File: src/rtl/iau_pkg.sv
package iau_pkg;

    localparam int unsigned SFR_AW  = 12;
    localparam int unsigned SLOT_LG = 3;
    localparam int unsigned N_MODES = 5;

    localparam logic [SLOT_LG-1:0] OFF_LO = 3'd5;
    localparam logic [SLOT_LG-1:0] OFF_HI = 3'd6;

    typedef enum logic [SLOT_LG-1:0] {
        AM_PLAIN   = 3'd0,
        AM_POSTINC = 3'd1,
        AM_POSTDEC = 3'd2,
        AM_PREINC  = 3'd3,
        AM_PLUSW   = 3'd4
    } amode_e;

    // Index of the pointer slot a register number falls in (wraps below base)
    function automatic logic [SFR_AW-SLOT_LG-1:0] blk_index(
        input logic [SFR_AW-1:0] a,
        input logic [SFR_AW-1:0] base
    );
        return a[SFR_AW-1:SLOT_LG] - base[SFR_AW-1:SLOT_LG];
    endfunction

    // True when a register number is one of the indirect access registers
    function automatic logic is_ind(
        input logic [SFR_AW-1:0] a,
        input logic [SFR_AW-1:0] base,
        input int unsigned       nblk
    );
        return (32'(blk_index(a, base)) < nblk) && (32'(a[SLOT_LG-1:0]) < N_MODES);
    endfunction

endpackage

File: src/rtl/iau_decode.sv
module iau_decode
    import iau_pkg::*;
#(
    parameter int unsigned        NPTR      = 3,
    parameter int unsigned        SEL_W     = 2,
    parameter logic [SFR_AW-1:0]  IND_BASE  = 12'hFC0,
    parameter logic [SFR_AW-1:0]  WREG_ADDR = 12'hFE8
) (
    input  logic [SFR_AW-1:0] addr,
    output logic              ind_hit,
    output logic              lo_hit,
    output logic              hi_hit,
    output logic              wreg_hit,
    output logic [SEL_W-1:0]  sel,
    output amode_e            mode
);

    logic [SFR_AW-SLOT_LG-1:0] blk;
    logic                      in_range;
    logic [SLOT_LG-1:0]        off;

    assign blk      = blk_index(addr, IND_BASE);
    assign in_range = 32'(blk) < NPTR;
    assign off      = addr[SLOT_LG-1:0];

    assign sel      = SEL_W'(blk);
    assign ind_hit  = is_ind(addr, IND_BASE, NPTR);
    assign lo_hit   = in_range && (off == OFF_LO);
    assign hi_hit   = in_range && (off == OFF_HI);
    assign wreg_hit = (addr == WREG_ADDR);
    assign mode     = ind_hit ? amode_e'(off) : AM_PLAIN;

endmodule

File: src/rtl/iau_agen.sv
module iau_agen
    import iau_pkg::*;
#(
    parameter int unsigned PTR_W = 16,
    parameter int unsigned DAT_W = 8
) (
    input  logic [PTR_W-1:0] ptr,
    input  amode_e           mode,
    input  logic [DAT_W-1:0] woff,
    output logic [PTR_W-1:0] ea,
    output logic [PTR_W-1:0] nxt
);

    logic [PTR_W-1:0] inc;
    logic [PTR_W-1:0] dec;

    always_comb begin
        inc = ptr + PTR_W'(1);
        dec = ptr - PTR_W'(1);
        ea  = ptr;
        nxt = ptr;
        case (mode)
            AM_POSTINC: nxt = inc;
            AM_POSTDEC: nxt = dec;
            AM_PREINC: begin
                ea  = inc;
                nxt = inc;
            end
            AM_PLUSW:   ea = ptr + PTR_W'(woff);
            default: ;
        endcase
    end

endmodule

File: src/rtl/iau_ptrs.sv
module iau_ptrs #(
    parameter int unsigned NPTR  = 3,
    parameter int unsigned PTR_W = 16,
    parameter int unsigned DAT_W = 8,
    parameter int unsigned SEL_W = 2
) (
    input  logic                        clk,
    input  logic                        rst_n,
    input  logic                        upd_en,
    input  logic [SEL_W-1:0]            upd_sel,
    input  logic [PTR_W-1:0]            upd_val,
    input  logic                        wr_lo,
    input  logic                        wr_hi,
    input  logic [SEL_W-1:0]            wr_sel,
    input  logic [DAT_W-1:0]            wr_byte,
    output logic [NPTR-1:0][PTR_W-1:0]  ptrs
);

    localparam int unsigned HI_W = PTR_W - DAT_W;

    typedef struct packed {
        logic [NPTR-1:0][PTR_W-1:0] ptr;
    } pstate_t;

    pstate_t st_d, st_q;

    always_comb begin
        st_d = st_q;
        for (int i = 0; i < NPTR; i++) begin
            if (upd_en && upd_sel == SEL_W'(i)) st_d.ptr[i] = upd_val;
            // direct byte loads override an auto-update
            if (wr_lo && wr_sel == SEL_W'(i)) st_d.ptr[i][DAT_W-1:0] = wr_byte;
            if (wr_hi && wr_sel == SEL_W'(i)) st_d.ptr[i][PTR_W-1:DAT_W] = wr_byte[HI_W-1:0];
        end
    end

    always_ff @(posedge clk or negedge rst_n) begin
        if (!rst_n) st_q <= '0;
        else        st_q <= st_d;
    end

    for (genvar n = 0; n < NPTR; n++) begin : g_ptr
        assign ptrs[n] = st_q.ptr[n];

        // a pointer only moves when its own registers are addressed
        p_hold_r12: assert property (@(posedge clk) disable iff (!rst_n)
            (!(upd_en && upd_sel == SEL_W'(n)) && !((wr_lo || wr_hi) && wr_sel == SEL_W'(n)))
            |=> $stable(st_q.ptr[n]));
    end

endmodule

File: src/rtl/indirect_addr_unit.sv
module indirect_addr_unit
    import iau_pkg::*;
#(
    parameter int unsigned       NPTR      = 3,
    parameter int unsigned       PTR_W     = 16,
    parameter int unsigned       DAT_W     = 8,
    parameter logic [SFR_AW-1:0] IND_BASE  = 12'hFC0,
    parameter logic [SFR_AW-1:0] WREG_ADDR = 12'hFE8
) (
    input  logic              clk,
    input  logic              rst_n,
    input  logic [SFR_AW-1:0] sfr_addr,
    input  logic              sfr_re,
    input  logic              sfr_we,
    input  logic [DAT_W-1:0]  sfr_wdata,
    output logic [DAT_W-1:0]  sfr_rdata,
    input  logic [DAT_W-1:0]  w_val,
    output logic [PTR_W-1:0]  mem_addr,
    output logic              mem_re,
    output logic              mem_we,
    output logic [DAT_W-1:0]  mem_wdata,
    input  logic [DAT_W-1:0]  mem_rdata
);

    localparam int unsigned SEL_W = (NPTR > 1) ? $clog2(NPTR) : 1;

    typedef struct packed {
        logic             from_mem;
        logic [DAT_W-1:0] hold;
    } rd_t;

    logic                       acc, is_rd, is_wr;
    logic                       cpu_ind, cpu_lo, cpu_hi, cpu_wreg;
    logic [SEL_W-1:0]           cpu_sel;
    amode_e                     cpu_mode;
    logic [NPTR-1:0][PTR_W-1:0] ptrs;
    logic [PTR_W-1:0]           cur_ptr, ea, nxt;
    logic                       self_ref, go;
    rd_t                        rd_d, rd_q;

    assign acc   = sfr_re | sfr_we;
    assign is_wr = sfr_we;
    assign is_rd = sfr_re & ~sfr_we;

    iau_decode #(
        .NPTR(NPTR), .SEL_W(SEL_W), .IND_BASE(IND_BASE), .WREG_ADDR(WREG_ADDR)
    ) u_dec (
        .addr(sfr_addr), .ind_hit(cpu_ind), .lo_hit(cpu_lo), .hi_hit(cpu_hi),
        .wreg_hit(cpu_wreg), .sel(cpu_sel), .mode(cpu_mode)
    );

    always_comb begin
        cur_ptr = '0;
        for (int i = 0; i < NPTR; i++)
            if (cpu_sel == SEL_W'(i)) cur_ptr = ptrs[i];
    end

    iau_agen #(.PTR_W(PTR_W), .DAT_W(DAT_W)) u_agen (
        .ptr(cur_ptr), .mode(cpu_mode), .woff(w_val), .ea(ea), .nxt(nxt)
    );

    // effective address landing on an indirect register itself
    assign self_ref = (ea[PTR_W-1:SFR_AW] == '0) && is_ind(ea[SFR_AW-1:0], IND_BASE, NPTR);
    assign go       = acc && cpu_ind && !self_ref;

    assign mem_addr  = ea;
    assign mem_re    = go && is_rd;
    assign mem_we    = go && is_wr;
    assign mem_wdata = sfr_wdata;

    iau_ptrs #(.NPTR(NPTR), .PTR_W(PTR_W), .DAT_W(DAT_W), .SEL_W(SEL_W)) u_ptrs (
        .clk(clk), .rst_n(rst_n),
        .upd_en(go), .upd_sel(cpu_sel), .upd_val(nxt),
        .wr_lo(is_wr && cpu_lo), .wr_hi(is_wr && cpu_hi),
        .wr_sel(cpu_sel), .wr_byte(sfr_wdata),
        .ptrs(ptrs)
    );

    always_comb begin
        rd_d.from_mem = is_rd && go;
        rd_d.hold     = '0;
        if (is_rd) begin
            if (cpu_lo)        rd_d.hold = cur_ptr[DAT_W-1:0];
            else if (cpu_hi)   rd_d.hold = DAT_W'(cur_ptr[PTR_W-1:DAT_W]);
            else if (cpu_wreg) rd_d.hold = w_val;
        end
    end

    always_ff @(posedge clk or negedge rst_n) begin
        if (!rst_n) rd_q <= '0;
        else        rd_q <= rd_d;
    end

    assign sfr_rdata = rd_q.from_mem ? mem_rdata : rd_q.hold;

    // strobes exclusive and only in response to a CPU request
    p_strobe_excl_r9: assert property (@(posedge clk) disable iff (!rst_n)
        !(mem_re && mem_we));
    p_strobe_cause_r9: assert property (@(posedge clk) disable iff (!rst_n)
        (mem_re || mem_we) |-> (sfr_re || sfr_we));

    // plain access keeps every pointer
    p_keep_plain_r3: assert property (@(posedge clk) disable iff (!rst_n)
        (acc && cpu_ind && cpu_mode == AM_PLAIN) |=> $stable(ptrs));

    // offset access keeps every pointer
    p_keep_plusw_r7: assert property (@(posedge clk) disable iff (!rst_n)
        (acc && cpu_ind && cpu_mode == AM_PLUSW) |=> $stable(ptrs));

    // self-referencing access is silent, keeps pointers, reads zero
    p_self_quiet_r10: assert property (@(posedge clk) disable iff (!rst_n)
        (cpu_ind && self_ref) |-> (!mem_re && !mem_we));
    p_self_keep_r10: assert property (@(posedge clk) disable iff (!rst_n)
        (acc && cpu_ind && self_ref) |=> $stable(ptrs));
    p_self_zero_r10: assert property (@(posedge clk) disable iff (!rst_n)
        (is_rd && cpu_ind && self_ref) |=> (sfr_rdata == '0));

    // working-register address never reaches memory
    p_wreg_nomem_r11: assert property (@(posedge clk) disable iff (!rst_n)
        cpu_wreg |-> (!mem_re && !mem_we));

endmodule

File: config.mk
export PLATFORM = sky130hd
export DESIGN_NAME = indirect_addr_unit
export DESIGN_NICKNAME = d
export VERILOG_FILES = /design/src/rtl/iau_pkg.sv /design/src/rtl/iau_decode.sv /design/src/rtl/iau_agen.sv /design/src/rtl/iau_ptrs.sv /design/src/rtl/indirect_addr_unit.sv
export SDC_FILE = /design/constraint.sdc
export NUM_CORES = 1
export LEC_CHECK = 0
export BUFFER_PORTS_ARGS = -buffer_cell sky130_fd_sc_hd__clkbuf_2
export CORE_MARGIN = 2
export CORE_UTILIZATION = 40
export DETAILED_ROUTE_END_ITERATION = 12
export GPL_TIMING_DRIVEN = 1
export HOLD_SLACK_MARGIN = 0.03
export REMOVE_ABC_BUFFERS = 1
export SETUP_SLACK_MARGIN = 0.4
export SLEW_MARGIN = 20
export SYNTH_ARGS = -nofsm -noshare
export SYNTH_HDL_FRONTEND = slang
export SYNTH_SLANG_ARGS = --single-unit
export TNS_END_PERCENT = 5
File: constraint.sdc
create_clock -name clk -period 25.9 [get_ports clk]
set_clock_uncertainty 0.05 [all_clocks]
set_input_delay 7.77 -clock clk [delete_from_list [all_inputs] [get_ports clk]]
set_output_delay 7.77 -clock clk [all_outputs]
set_load 0.03 [all_outputs]
==> results of run 1 <==
-- state kept, by name (all words and copies together), names as in the netlist --
name         flops
u_ptrs.ptrs     48
rd_q             9
-- worst max path at each step --
| stage | start | to | slack [ns] |
|---|---|---|---|
| 3_3_place_gp | sfr_addr[3] | mem_re | 5.15 |
| 4_1_cts | sfr_addr[3] | mem_re | 5.33 |
| 6_report | sfr_addr[3] | mem_re | 5.22 |
| 5_1_grt | sfr_addr[3] | mem_re | 4.99 |
| 3_5_place_dp | sfr_addr[3] | mem_re | 5.34 |
| 2_1_floorplan | sfr_addr[3] | mem_re | 6.39 |
-- Yosys cell counts, types with 5 or more instances --
cell type / count / share of area
a222oi_1: 5 / 0.0099
nor4_4: 5 / 0.021
inv_2: 6 / 0.0044
buf_2: 5 / 0.0049
and3_1: 5 / 0.0062
nand3b_1: 5 / 0.0074
o2bb2ai_1: 5 / 0.0086
nor3_1: 39 / 0.038
a21oi_1: 32 / 0.032
nor3b_1: 5 / 0.0074
clkbuf_1: 10 / 0.0074
a221oi_2: 5 / 0.015
a22oi_1: 5 / 0.0074
nor4_1: 7 / 0.0086
a21o_1: 7 / 0.010
o22ai_1: 6 / 0.0074
mux2i_1: 18 / 0.035
inv_1: 18 / 0.013
nand3_1: 16 / 0.016
buf_6: 5 / 0.011
ha_1: 11 / 0.027
o21ai_0: 19 / 0.019
a211oi_1: 22 / 0.033
buf_4: 12 / 0.018
nand4_1: 12 / 0.015
o21a_1: 7 / 0.010
mux2_2: 8 / 0.018
nand2_1: 45 / 0.033
a221oi_1: 5 / 0.0086
dfrtp_1: 57 / 0.28
nor2_1: 73 / 0.054
xnor2_1: 20 / 0.034
a2bb2oi_1: 5 / 0.0086
o21ai_1: 5 / 0.0049
-- power breakdown --
group	internal (mW)	switching [mW]	leakage, nW
sequential	0.0921	0.00185	0.751
clock	0.0914	0.0390	0.162
combinational	0.0162	0.0311	1.54
-- routing by layer --
layer	global-route usage	share of wire	vias to the layer above	wire, um
met5	0	0	-	0
met2	0.4154	0.48	242	8031
li1	-	-	2331	-
met3	0.04411	0.077	24	1298
met4	0.06510	0.015	0	259
met1	0.3312	0.43	2444	7210
-- cell families (layout without fill, tap and decap cells) --
kind of cell / Yosys count / in the layout / synth area share
compound gates: 168 / 168 / 0.2702
xor+xnor: 24 / 24 / 0.04138
fa+ha+maj: 12 / 12 / 0.03103
buf+inv: 57 / 119 / 0.06281
flops: 57 / 57 / 0.2808
mux: 27 / 27 / 0.05616
simple gates: 245 / 245 / 0.2576
-- critical path, delay by kind of cell --
kind | cells | cell delay, ns
simple gates | 5 | 1.37
buf+inv | 3 | 0.94
compound gates | 6 | 2.24
fa+ha+maj | 1 | 0.35
mux | 1 | 0.18
-- cell type report --
class                      count  share of cell area
timing repair buffer          80             0.07299
clock inverter                 2             0.01030
clock buffer                  13             0.04637
inverter                      24             0.01546
tap                          172             0.03693
sequential                    57              0.2447
multi-input combinational    476              0.5732
-- per-stage QoR --
stage | setup WS (ns) | hold WS (ns) | cells | area (sq um) | total power [mW]
after floorplan | 6.387 | 0.4139 | 557 | 4851 | 0.1226
after global placement | 5.154 | 0.4360 | 808 | 5482 | 0.1412
after detailed placement | 5.340 | 0.4452 | 808 | 5483 | 0.1422
after CTS | 5.334 | 0.4569 | 823 | 5813 | 0.2728
after global routing | 4.989 | 0.4641 | 824 | 5828 | 0.2806
final | 5.221 | 0.4470 | 824 | 5828 | 0.2716
==> run metrics, run 1 <==
status complete, no violations; CTS sink cnt 57; n_diodes 0; initial DRC count 474; TritonCTS Buffers 9; Worst setup EP type primary output; hold path depth 1; arrival time at the worst endpoint 12.86 ns; Worst-Skew Late Latency 0.33 ns; Largest stage delay, worst path 0.89 ns; Crit Path Max Fanout 25; die width 116.7 um; DR WL/cell 20.39 um; crit path kind input port to primary output; pwr/cell area 46.60 nW/um^2; vias per cell 6.118; Layout Area Growth over Synthesis 14.73%; synth warn 0; largest net degree at the start of global routing 58; worst-margin pin slew 1.162 ns; Crit-path slowest cell a211oi_1; routed wire length 16.80 mm; commonest non-fill, non-tap cells in the layout nor2_1, clkbuf_2, dfrtp_1, nand2_1, nor3_1; max-cap violation count 0; vias in the first global route 4796; leakage 2.456 nW; Total Routing Usage GR 0.2482; Core Util, Final 0.4656; Netlist cell types 75; total gr overflow 0; Detail Placement HPWL 12.65 mm; Storage cell area 1426 sq um; Clk Tree Root Cell clkbuf_16; internal reg-to-reg setup slack 20.82 ns; Most used DFF post-synth dfrtp_1; die height 116.7 um; RSZ-0062 raised after global routing false; cells along the critical path clkbuf_2, and2b_2, a2bb2oi_2, inv_2, ha_1, a21oi_1, a21boi_0, a211oi_1, mux2i_1, o21a_1, a32o_1, nor4_4, nand2_1, nand2_1, nor2_1, clkbuf_2; H-tree Lvls 3; Final Slew Violations 0; FILL cells 1260; Final Setup Violations 0; DR vias 5041; cells after synthesis 590; Hold Crit Endpoint u_ptrs.ptrs[24]$_DFFE_PN0P_; Yosys reg bits 57; asr flop ratio synth 1.000; Top Ports 74; RR Startpoint u_ptrs.ptrs[19]$_DFFE_PN0P_; Reg2Reg Depth 15; Clock transition at path regs 0.05 ns; DRT Pass-1 Iters 6; Worst R2R End u_ptrs.ptrs[30]$_DFFE_PN0P_; CP Launch Type input port; Tmin final 20.68 ns; Worst EP required 18.08 ns; die area 13620 sq um; Post-synth EDFFs 0; CTS tree built; nets 700; Seq/Total Area, Yosys 0.2808; Fmax 48.36 MHz; Synth Cell Area 5080 sq um; layout cells sized above 1 0.2331; # DRC 0; Core Region 12520 sq um; Initial Util 0.4058; hold_buf cts 0; worst-case clock buffer depth 2; port buffer count 73; worst IR drop on VDD 0.03800 mV; Post-DRT Antenna Nets 0; area of the multi-input gates 3341 sq um; GPL Wtd Cong 0.9141; first-pass GRT wire length 25.93 mm; worst min path class flop to flop; crit share post-route 0.7984; max_slew headroom 0.2197; final hold vios 0; row count 41; total negative slack 0 ns; CTS resizes 0; Post-Syn Area per Cell 8.610 sq um; initial antenna violation count 0; number of setup buffers added after CTS 0; hold_sp u_ptrs.ptrs[24]$_DFFE_PN0P_
(Power assumes the default switching activity.)
==> inputs of run 2 (changes only) <==
Clock period 25.9 ns to 16.65 ns, I/O delays scaled along.
==> run metrics, run 2 (synthesized netlist as in run 1, its figures left out) <==
n_diodes 0; area post-placement 5502 sq um; Worst setup EP type primary output; leakage 2.451 nW; H-tree Lvls 3; # DRC 0; Top Ports 74; GPL Wtd Cong 0.9131; layout cells sized above 1 0.2366; die height 116.7 um; met2 Usage GRT 0.4062; Worst-Skew Late Latency 0.34 ns; DR WL/cell 20.50 um; routed wire length 16.95 mm; total gr overflow 0; Fmax 66.98 MHz; first-pass GRT wire length 25.88 mm; worst-margin pin slew 1.052 ns; max-cap violation count 0; vias per cell 6.227; Largest stage delay, worst path 0.57 ns; initial DRC count 503; nets 702; CP Launch Type input port; Total Routing Usage GR 0.2513; arrival time at the worst endpoint 9.89 ns; total negative slack 0 ns; commonest non-fill, non-tap cells in the layout nor2_1, clkbuf_2, dfrtp_1, nand2_1, nor3_1; max reg flops 48; internal reg-to-reg setup slack 11.77 ns; CTS sink cnt 57; Final Slew Violations 0; number of setup buffers added after CTS 0; Detail Placement HPWL 12.77 mm; met3 GRT Util 0.03684; die width 116.7 um; FILL cells 1269; worst min path class flop to flop; grt peak-use layer met2; cells along the critical path clkbuf_2, and2b_1, buf_4, o2bb2ai_2, ha_1, inv_1, fa_1, nand3b_1, a21boi_0, a211oi_1, nor4_4, mux2_4, o211ai_4, nor4b_4, nand2_1, nand2_1, nor2_1, clkbuf_2; CTS tree built; Crit-path slowest cell and2b_1; max_slew headroom 0.2958; Clock transition at path regs 0.05 ns; port buffer count 73; Tmin final 14.93 ns; final instance area 5817 sq um; M1 GR Usage 0.3432; Clk Tree Root Cell clkbuf_16; DRT Pass-1 Iters 7; Core Region 12520 sq um; vias in the first global route 4686; CTS resizes 0; largest net degree at the start of global routing 58; status complete, no violations; final hold vios 0; TritonCTS Buffers 9; CP bufs+invs 4; Post-DRT Antenna Nets 0; Storage cell area 1426 sq um; Initial Util 0.4058; Crit Path Max Fanout 22; crit path kind input port to primary output; row count 41; non-filler cells, final 827; initial antenna violation count 0; Worst EP required 11.60 ns; hold_buf cts 0; placed cell count 810; pwr/cell area 69.77 nW/um^2; die area 13620 sq um; Final Setup Violations 0; worst IR drop on VDD 0.04282 mV; CP top delay family simple AND/OR/NAND/NOR gates; RSZ-0062 raised after global routing false; DR vias 5150; area of the multi-input gates 3351 sq um; worst-case clock buffer depth 2; crit share post-route 0.8967; Layout Area Growth over Synthesis 14.51%
## run 2: cell types whose count changed in the layout (fill, tap and decap cells not counted), moves of 2 or more
cell        delta
buf_4          +2
clkbuf_8       -2
clkinv_2       +2
clkinvlp_4     +2
## run 2: per-layer routing
metal	wire, um	up-vias
met5	0	-
met4	465	0
met3	1306	43
met2	8049	237
met1	7129	2526
li1	-	2344
## run 2: worst paths after layout
path,start,cells after the start,end
max,sfr_addr[3],18,mem_re
max reg2reg,u_ptrs.ptrs[19]$_DFFE_PN0P_,15,u_ptrs.ptrs[24]$_DFFE_PN0P_
min in group asynchronous,rst_n,2,rd_q[6]$_DFF_PN0_
max in group asynchronous,rst_n,2,u_ptrs.ptrs[25]$_DFFE_PN0P_
min,u_ptrs.ptrs[28]$_DFFE_PN0P_,1,u_ptrs.ptrs[28]$_DFFE_PN0P_
min reg2reg,u_ptrs.ptrs[28]$_DFFE_PN0P_,1,u_ptrs.ptrs[28]$_DFFE_PN0P_
## run 2: layout make-up
type	count	area share
clock buffers	11	0.04173
clock inverters	5	0.009464
inverters	24	0.01549
multi-input cells	476	0.5760
flip-flops and latches	57	0.2452
well taps	172	0.03700
repair buffers	82	0.07507
## run 2: through the flow
step	utilization	hold WS, ns	total power [mW]	worst slack (ns)
CTS	0.4633	0.4433	0.4089	1.757
detailed placement	0.4395	0.4319	0.2209	1.763
finish	0.4647	0.4369	0.4058	1.720
global route	0.4647	0.4737	0.4214	1.384
floorplan	-	0.4139	0.1907	2.687
global placement	0.4391	0.4340	0.2199	1.867
## run 2: report_power, final
group,total (mW),switching [mW],internal [mW]
clock network,0.186,0.0672,0.119
logic,0.0733,0.0480,0.0253
registers,0.146,0.00298,0.143
total,0.406,0.118,0.288
==> inputs of run 3 (changes only) <==
Settings changed: BUFFER_PORTS_ARGS -buffer_cell sky130_fd_sc_hd__clkbuf_2 to not set, DONT_BUFFER_PORTS set to 1.
==> run metrics, run 3 (synthesized netlist as in run 1, its figures left out) <==
cells along the critical path and2b_1, o2bb2ai_2, ha_1, inv_1, fa_1, nand3b_1, a21boi_0, o32a_1, o21ai_0, a221o_1, nor4_4, nand2_1, nand2_1, nor2_1; total negative slack 0 ns; grt peak-use layer met2; initial DRC count 628; CP top delay family compound AO/OA/AOI/OAI gates; CTS resizes 0; number of setup buffers added after CTS 0; TritonCTS Buffers 9; commonest non-fill, non-tap cells in the layout nor2_1, dfrtp_1, nand2_1, nor3_1, a21oi_1; GPL Wtd Cong 0.9426; CTS sink cnt 57; worst-margin pin slew 1.166 ns; Total Routing Usage GR 0.2490; worst-case clock buffer depth 2; crit share post-route 0.8561; Final Slew Violations 0; Top Ports 74; Final Setup Violations 0; initial antenna violation count 0; vias per cell 6.398; arrival time at the worst endpoint 9.21 ns; n_diodes 0; status complete, no violations; DR vias 4818; nets 628; sw frac 0.2599; DR WL/cell 21.99 um; Total Power 0.3932 mW; final hold vios 0; max reg flops 48; total gr overflow 0; Place WS 2.468 ns; Fmax 70.16 MHz; Sw Pwr 0.1022 mW; CP Launch Type input port; die width 116.7 um; max-cap violation count 0; Layout Area Growth over Synthesis 7.537%; RSZ-0062 raised after global routing false; clock network power share 0.488; die area 13620 sq um; Crit Path Max Fanout 22; layout cells sized above 1 0.1394; Core Region 12520 sq um; met3 GRT Util 0.05968; row count 41; DRT Pass-1 Iters 6; Worst-Skew Late Latency 0.33 ns; max_slew headroom 0.2166; die height 116.7 um; CP bufs+invs 1; hold_buf cts 0; Internal Power 0.2911 mW; Core Util, Final 0.4364; Tmin final 14.25 ns; Detail Placement HPWL 12.48 mm; Worst setup EP type primary output; CTS tree built; Most common cell on crit path nand2_1; vias in the first global route 4690; Clk Tree Root Cell clkbuf_16; Worst EP required 11.60 ns; H-tree Lvls 3; crit path kind input port to primary output; Final Worst Setup Slack 2.396 ns; pwr/cell area 71.99 nW/um^2; Largest stage delay, worst path 0.55 ns; M1 GR Usage 0.3305; routed wire length 16.56 mm; combinational group share of total power 0.140; Post-DRT Antenna Nets 0; Clock transition at path regs 0.05 ns; met2 Usage GRT 0.4019; worst min path class flop to flop; FILL cells 1234; port buffer count 0; first-pass GRT wire length 25.78 mm; most common cell after layout, fill and taps aside nor2_1; # DRC 0; leakage 2.139 nW; worst IR drop on VDD 0.04435 mV; Initial Util 0.4058; Crit-path slowest cell nor4_4; largest net degree at the start of global routing 58; Reg power frac 0.372
-- run 3: changes by cell type in the layout (fill, tap and decap cells not counted), sizes merged --
cell | previous run | this run
clkbuf | 84 | 12
clkinv | 2 | 1
buf | 9 | 8
-- run 3: worst paths after layout --
check | slack (ns) | end | startpoint | cells after the start
setup / recovery | 2.40 | mem_re | sfr_addr[3] | 14
hold / removal | 0.45 | u_ptrs.ptrs[24]$_DFFE_PN0P_ | u_ptrs.ptrs[24]$_DFFE_PN0P_ | 1
setup reg to reg | 11.53 | u_ptrs.ptrs[28]$_DFFE_PN0P_ | u_ptrs.ptrs[4]$_DFFE_PN0P_ | 15
hold reg to reg | 0.45 | u_ptrs.ptrs[24]$_DFFE_PN0P_ | u_ptrs.ptrs[24]$_DFFE_PN0P_ | 1
max in group asynchronous | 12.13 | u_ptrs.ptrs[43]$_DFFE_PN0P_ | rst_n | 0
min in group asynchronous | 4.32 | rd_q[6]$_DFF_PN0_ | rst_n | 0
-- run 3: per-layer routing --
layer,share of wire,up-vias
met4,0.026,0
met5,0,-
li1,-,2192
met2,0.47,271
met1,0.41,2324
met3,0.098,31
-- run 3: stage by stage --
step           instance area [sq um]  hold slack (ns)  std cells
2_1_floorplan                   4851           0.4139        557
3_3_place_gp                    5124           0.4410        736
3_5_place_dp                    5131           0.4406        736
4_1_cts                         5448           0.4531        752
5_1_grt                         5463           0.4711        753
6_report                        5463           0.4494        753
-- run 3: power by group through the flow --
stage,logic (mW),clock network [mW],registers [mW]
2_1_floorplan,0.0432,0,0.148
3_3_place_gp,0.0526,0,0.148
3_5_place_dp,0.0541,0,0.149
4_1_cts,0.0543,0.194,0.146
5_1_grt,0.0590,0.204,0.147
6_report,0.0551,0.192,0.146
-- run 3: cell type report --
type,instances,area [sq um],share of cell area
Multi-Input combinational cell,476,3347,0.6127
Sequential cell,57,1426,0.2611
Clock buffer,12,266.5,0.04879
Tap cell,172,215.2,0.03940
Inverter,24,90.09,0.01649
Timing Repair Buffer,8,67.56,0.01237
Clock inverter,4,50.05,0.009162
-- run 3: worst register-to-register path, stage by stage (launching register included) --
cell,delay (ns)
dfrtp_1,0.40
mux2i_1,0.19
a2bb2oi_2,0.41
inv_2,0.17
ha_1,0.35
and3_1,0.19
a221oi_1,0.51
o21bai_1,0.11
a21oi_1,0.20
xor2_1,0.11
o211ai_1,0.68
nor4b_4,0.60
a211oi_2,0.14
buf_4,0.25
or2_0,0.39
o21a_1,0.25
